File: src/rtl/lfo_pkg.sv
package lfo_pkg;
  typedef enum logic [1:0] {
    AMS_NONE = 2'd0,
    AMS_LOW  = 2'd1,
    AMS_MID  = 2'd2,
    AMS_FULL = 2'd3
  } ams_e;

  // right shift applied to the AM level; NONE shifts out every bit
  function automatic int ams_shift(ams_e code, int am_w);
    case (code)
      AMS_NONE: return am_w;
      AMS_LOW:  return 3;
      AMS_MID:  return 1;
      default:  return 0;
    endcase
  endfunction
endpackage

File: src/rtl/lfo_phase_acc.sv
module lfo_phase_acc #(
  parameter int CNT_W = 32,
  parameter int IDX_W = 7
) (
  input  logic             clk_i,
  input  logic             rst_ni,
  input  logic             adv_i,
  input  logic [CNT_W-1:0] step_i,
  output logic [IDX_W-1:0] idx_cur_o,
  output logic [IDX_W-1:0] idx_nxt_o
);
  logic [CNT_W-1:0] cnt_q;
  logic [CNT_W-1:0] cnt_sum;

  assign cnt_sum   = cnt_q + step_i;  // wraps mod 2^CNT_W
  assign idx_cur_o = cnt_q[CNT_W-1 -: IDX_W];
  assign idx_nxt_o = cnt_sum[CNT_W-1 -: IDX_W];

  always_ff @(posedge clk_i or negedge rst_ni) begin
    if (!rst_ni)    cnt_q <= '0;
    else if (adv_i) cnt_q <= cnt_sum;
  end
endmodule

File: src/rtl/lfo_shape.sv
module lfo_shape #(
  parameter int IDX_W = 7,
  localparam int PM_W = IDX_W - 2
) (
  input  logic             clk_i,
  input  logic             rst_ni,
  input  logic             adv_i,
  input  logic [IDX_W-1:0] idx_cur_i,
  input  logic [IDX_W-1:0] idx_nxt_i,
  output logic [IDX_W-1:0] am_o,
  output logic [PM_W-1:0]  pm_o
);
  logic [IDX_W-2:0] fold;
  logic [IDX_W-1:0] am_d;
  logic [PM_W-1:0]  pm_d;
  logic             am_upd, pm_upd;

  // upper half of the index counts back down
  assign fold   = idx_nxt_i[IDX_W-1] ? ~idx_nxt_i[IDX_W-2:0] : idx_nxt_i[IDX_W-2:0];
  assign am_d   = {fold, 1'b0};
  assign pm_d   = idx_nxt_i[IDX_W-1:2];
  assign am_upd = adv_i && (idx_nxt_i != idx_cur_i);
  assign pm_upd = adv_i && (pm_d != idx_cur_i[IDX_W-1:2]);

  always_ff @(posedge clk_i or negedge rst_ni) begin
    if (!rst_ni) begin
      am_o <= '0;
      pm_o <= '0;
    end else begin
      if (am_upd) am_o <= am_d;
      if (pm_upd) pm_o <= pm_d;
    end
  end
endmodule

File: src/rtl/lfo_am_apply.sv
module lfo_am_apply
  import lfo_pkg::*;
#(
  parameter int AM_W  = 7,
  parameter int N_OPS = 4
) (
  input  logic                       enable_i,
  input  logic [1:0]                 ams_i,
  input  logic [N_OPS-1:0]           mask_i,
  input  logic [AM_W-1:0]            am_i,
  output logic [N_OPS-1:0][AM_W-1:0] ofs_o
);
  logic [AM_W-1:0] scaled;

  assign scaled = am_i >> ams_shift(ams_e'(ams_i), AM_W);

  for (genvar k = 0; k < N_OPS; k++) begin : g_op
    assign ofs_o[k] = (enable_i && mask_i[k]) ? scaled : '0;
  end
endmodule

File: src/rtl/lfo_tri_mod.sv
module lfo_tri_mod #(
  parameter int CNT_W = 32,
  parameter int IDX_W = 7,
  parameter int N_OPS = 4,
  localparam int PM_W = IDX_W - 2
) (
  input  logic                        clk_i,
  input  logic                        rst_ni,
  input  logic                        enable_i,
  input  logic                        sample_i,
  input  logic [CNT_W-1:0]            step_i,
  input  logic [1:0]                  ams_i,
  input  logic [N_OPS-1:0]            am_mask_i,
  output logic [IDX_W-1:0]            am_o,
  output logic [PM_W-1:0]             pm_o,
  output logic [N_OPS-1:0][IDX_W-1:0] am_ofs_o
);
  logic             adv;
  logic [IDX_W-1:0] idx_cur, idx_nxt;

  assign adv = sample_i && enable_i;

  lfo_phase_acc #(.CNT_W(CNT_W), .IDX_W(IDX_W)) i_acc (
    .clk_i    (clk_i),
    .rst_ni   (rst_ni),
    .adv_i    (adv),
    .step_i   (step_i),
    .idx_cur_o(idx_cur),
    .idx_nxt_o(idx_nxt)
  );

  lfo_shape #(.IDX_W(IDX_W)) i_shape (
    .clk_i    (clk_i),
    .rst_ni   (rst_ni),
    .adv_i    (adv),
    .idx_cur_i(idx_cur),
    .idx_nxt_i(idx_nxt),
    .am_o     (am_o),
    .pm_o     (pm_o)
  );

  lfo_am_apply #(.AM_W(IDX_W), .N_OPS(N_OPS)) i_apply (
    .enable_i(enable_i),
    .ams_i   (ams_i),
    .mask_i  (am_mask_i),
    .am_i    (am_o),
    .ofs_o   (am_ofs_o)
  );
endmodule

File: config.mk
export PLATFORM = sky130hd
export DESIGN_NAME = lfo_tri_mod
export DESIGN_NICKNAME = d
export VERILOG_FILES = /design/src/rtl/lfo_pkg.sv /design/src/rtl/lfo_phase_acc.sv /design/src/rtl/lfo_shape.sv /design/src/rtl/lfo_am_apply.sv /design/src/rtl/lfo_tri_mod.sv
export SDC_FILE = /design/constraint.sdc
export NUM_CORES = 1
export LEC_CHECK = 0
export CORE_MARGIN = 2
export CORE_UTILIZATION = 40
export CTS_CLUSTER_SIZE = 20
export DETAILED_ROUTE_END_ITERATION = 8
export DONT_BUFFER_PORTS = 1
export HOLD_SLACK_MARGIN = 0.12
export PLACE_DENSITY = 0.51
export SLEW_MARGIN = 30
export SYNTH_ARGS = -nofsm -noshare
export SYNTH_HDL_FRONTEND = slang
export SYNTH_SLANG_ARGS = --single-unit
export TNS_END_PERCENT = 20
File: constraint.sdc
create_clock -name clk_i -period 4.6 [get_ports clk_i]
set_input_delay 0.69 -clock clk_i [delete_from_list [all_inputs] [get_ports clk_i]]
set_output_delay 0.69 -clock clk_i [all_outputs]
set_load 0.05 [all_outputs]
==> metrics.md <==
| Metric | Value |
|---|---|
| Number of nets in the final layout | ~500 |
| Endpoint of the worst-slack reg-to-reg timing path | i_shape.am_o[2] |
| Beginning of the worst register-to-register path | i_acc.cnt_q[0] |
| Final RePlAce weighted congestion | slightly below 1 |
| Cell at the slowest stage of the critical path | o41ai_4 |
| Final Hold Slack | ~0.22 ns |
| Share of cells above drive strength 1 | 8.39% |
| Layout Cells excl Fill | 552 |
| Sum of negative setup slack | 0 ns |
| Period Utilization, post-route | 84.0% |
| Critical-path cell list | ha_1, fa_1, a21o_1, a221oi_2, o21ai_0, a21boi_1, a31oi_1, xnor2_1, o2111ai_2, o41ai_4, mux2_2 |
| Met3 layer usage reported by global route | 3.19% |
| DR DRC count | 0 |
| CTS tree | done |
| Later-pin clock latency in the skew report | 0.30 ns |
| Crit path kind | reg2reg |
| Share of synthesized area occupied by flip-flops and latches | 28.6% |
| Cell area power density | 807 mW/mm^2 |
| Vias in the first global route | around 3000 |
| Final Hold Viols | 0 |
| Clock root buffer | clkbuf_8 |
| Synthesized netlist cell count | 449 |
| Post-synthesis instance area | 0.00376 mm^2 |
| Buffers from clock root to sink, at most | 2 |
| Largest family of logic cells by synthesized area | compound AO/OA/AOI/OAI gates |
| Worst Path Arrival | 4.05 ns |
| Normalized max-slew margin | 39.9% |
| Post-detail-place hpwl | roughly 7400 um |
| Global Route met1 Usage | 27.0% |
| Leakage | 1.74 nW |
| WL per Instance | 17.1 um |
| Routed vias | 3180 |
| Warnings from Yosys | 0 |
| Detail Route Antenna Nets | 0 |
| Total stage count of the critical path | 11 |
| Share of synthesized cell area in and, or, nand and nor gates | 17.0% |
| Total GRT Usage | 18.6% |
| Critical path capture point | i_shape.am_o[2] |
| Busiest grt layer | met2 |
| Setup repair after global routing missed its margin | false |
| List of most frequent post-synthesis cells | nand2_1, o21ai_0, dfrtp_1 |
| Cell total after placement | 543 |
| Clock sink total | 43 |
| Height of the die | 101 um |
| Number of gates given a new drive strength after cts | 0 |
| Die footprint | 0.0102 mm^2 |
| Buffers added on ports | 0 |
| Number of top-level pins | 82 |
| Top cells by area, synth | dfrtp_1, ha_1, o21ai_0 |
| Final Setup Violations | 0 |
| Total power draw | 3.19 mW |
| Number of iterations in the first detailed-routing pass | 4 |
| Num CTS Buffers | 5 |
| Number of different library cells in the post-synthesis netlist | 52 |
| WL final | 9420 um |
| Most instantiated flip-flop cell in the synthesis netlist | dfrtp_1 |
| Post-detailed-route via-to-cell ratio | 5.76 |
| Number of flip-flops and latches in the synthesized netlist | 43 |
| Width of the die | 101 um |
| Multiplexer fraction of the synthesized cell area | 5.93% |
| Met2 routing resource usage after global routing | 28.7% |
| Antenna violations before repair | 0 |
| Launch point of the critical path | i_acc.cnt_q[0] |
| Number of synthesized flops with an enable pin | 0 |
| Buf/Inv on CP | 0 |
| Core Box Area | 0.00920 mm^2 |
| Clock Skew | around 0.0077 ns |
| Count of standard-cell rows | 35 |
| First-pass GRT wire length | 15000 um |
| Endpoint required time on the critical path | 4.79 ns |
| Endpoint type of the worst setup path | register |
| Worst supply voltage drop on vdd | 0.000287 V |
| Largest stage delay, worst path | 0.56 ns |
| Final count of pins violating max slew | 0 |
| Kind of cell with the highest combined delay on the critical path | compound AO/OA/AOI/OAI gates |
| Area share of xor/xnor cells in the synthesized design | 11.0% |
| Kind of path behind the tightest hold check | in2async |
| Number of levels in the clock H-tree | 2 |
| Clock input transition at the sequential cells of the worst setup and hold paths | roughly 0.09 ns |
| Total gr overflow | 0 |
| Synthesized area per cell | about 8.4 um^2 |
| Count of routing violations after the opening detailed-route iteration | about 130 |
| Achievable Freq | 259 MHz |
| Top-count cell post-synth | nand2_1 |
| Slew at the pin closest to its max-slew limit | 0.897 ns |
| Async S/R FF share, synth | between 90% and 100% |
| Adder and majority gate portion of the synthesized area | 10.9% |
| CTS hold repair buffers | 1 |
| Crit Path Max Fanout | 6 |
| R2r worst-path depth | 11 |
| Maximum number of pins on one net before global-route repair | 48 |
| Min Tclk post-route | 3.86 ns |
| Number of buffers inserted by post-CTS setup repair | 0 |
| Category of the worst setup path launch point | register |
| Number of antenna diodes | 0 |
| Core utilization of the finished layout | a little over two fifths |
| Fillcell total | around 930 |
| Post-synthesis net count | between 500 and 600 |
| Run status | finished, final reports clean |
| Setup slack on the worst flop-to-flop path | 0.74 ns |
| Largest area contributor in the netlist | dfrtp_1 |
| Fraction of the mapped netlist area in compound gates | 23.1% |
| Layout-stage area growth over the synthesis result | 5.30% |
| Max-cap check violation count | 0 |
| Fraction of post-synthesis cell area in the top cell type by area | between 20% and 30% |
| Starting utilization of the core area | 40.8% |
## cell usage in the layout, fill, tap and decap left out, types with 4 or more instances in the layout
cell and count:
a211oi_1 7, a21o_1 14, a21oi_1 30, a31oi_1 7, and2_1 8, buf_4 4
clkbuf_8 5, dfrtp_1 43, ha_1 31, inv_1 12, mux2_2 18, nand2_1 56
nand3_1 9, nand4_1 10, nor2_1 40, nor3_1 7, o21ai_0 46, xnor2_1 17
xor2_1 23
## how the worst min path moves through the flow
stage	endpoint	slack [ns]	cells past startpoint
after CTS	i_acc.cnt_q[29]	0.23	1
after floorplan	i_acc.cnt_q[0]	0.39	0
final	i_acc.cnt_q[11]	0.22	1
after detailed placement	i_acc.cnt_q[13]	0.40	0
after global routing	i_acc.cnt_q[10]	0.23	1
after global placement	i_acc.cnt_q[10]	0.40	0
## power by group
group          leakage [nW]  internal (mW)  switching [mW]  total (mW)
Clock                0.0412          0.106           0.141       0.248
Sequential            0.520          0.566           0.311       0.877
Combinational          1.18          0.851            1.22        2.07
## flip-flops by register name, summed over array words and instances (netlist names)
name	count
i_acc.cnt_q	32
i_shape.am_o	6
i_shape.pm_o	5
## cells by family (layout without fill, tap and decap cells)
kind of cell               Yosys count  count (layout)
AOI/OAI and AO/OA                  134             134
xor gates and xnor gates            43              43
adders and majority gates           32              32
buffers and inverters               33              25
DFF                                 43              43
muxes                               20              20
other                                1               1
and+or+nand+nor                    143             143
## worst register-to-register path: cells and delay by family, from the launching register on
family	cells	cell delay, ns
compound gates	7	2.12
flops	1	0.39
mux	1	0.39
fa+ha+maj	2	0.64
xor+xnor	1	0.22
## per-layer routing
| metal | vias up | part of all wire (%) |
|---|---|---|
| met4 | 0 | 1.1 |
| met5 | - | 0 |
| met3 | 11 | 5.2 |
| met2 | 89 | 44 |
| li1 | 1593 | - |
| met1 | 1487 | 50 |
## layout make-up
type / instances / area (um^2) / share of cell area [%]
multi-input cells: 373 / 2550 / 64.5
flip-flops and latches: 43 / 1080 / 27.2
clock buffers: 6 / 72.6 / 1.83
repair buffers: 5 / 57.6 / 1.46
inverters: 12 / 45.0 / 1.14
clock inverters: 2 / 12.5 / 0.316
well taps: 111 / 139 / 3.51
## stage by stage
step,area [um^2],worst slack (ns)
CTS,3960,0.696
detailed placement,3840,0.414
global route,3960,0.556
floorplan,3760,0.789
finish,3960,0.736
global placement,3840,0.468
(Power assumes the default switching activity.)
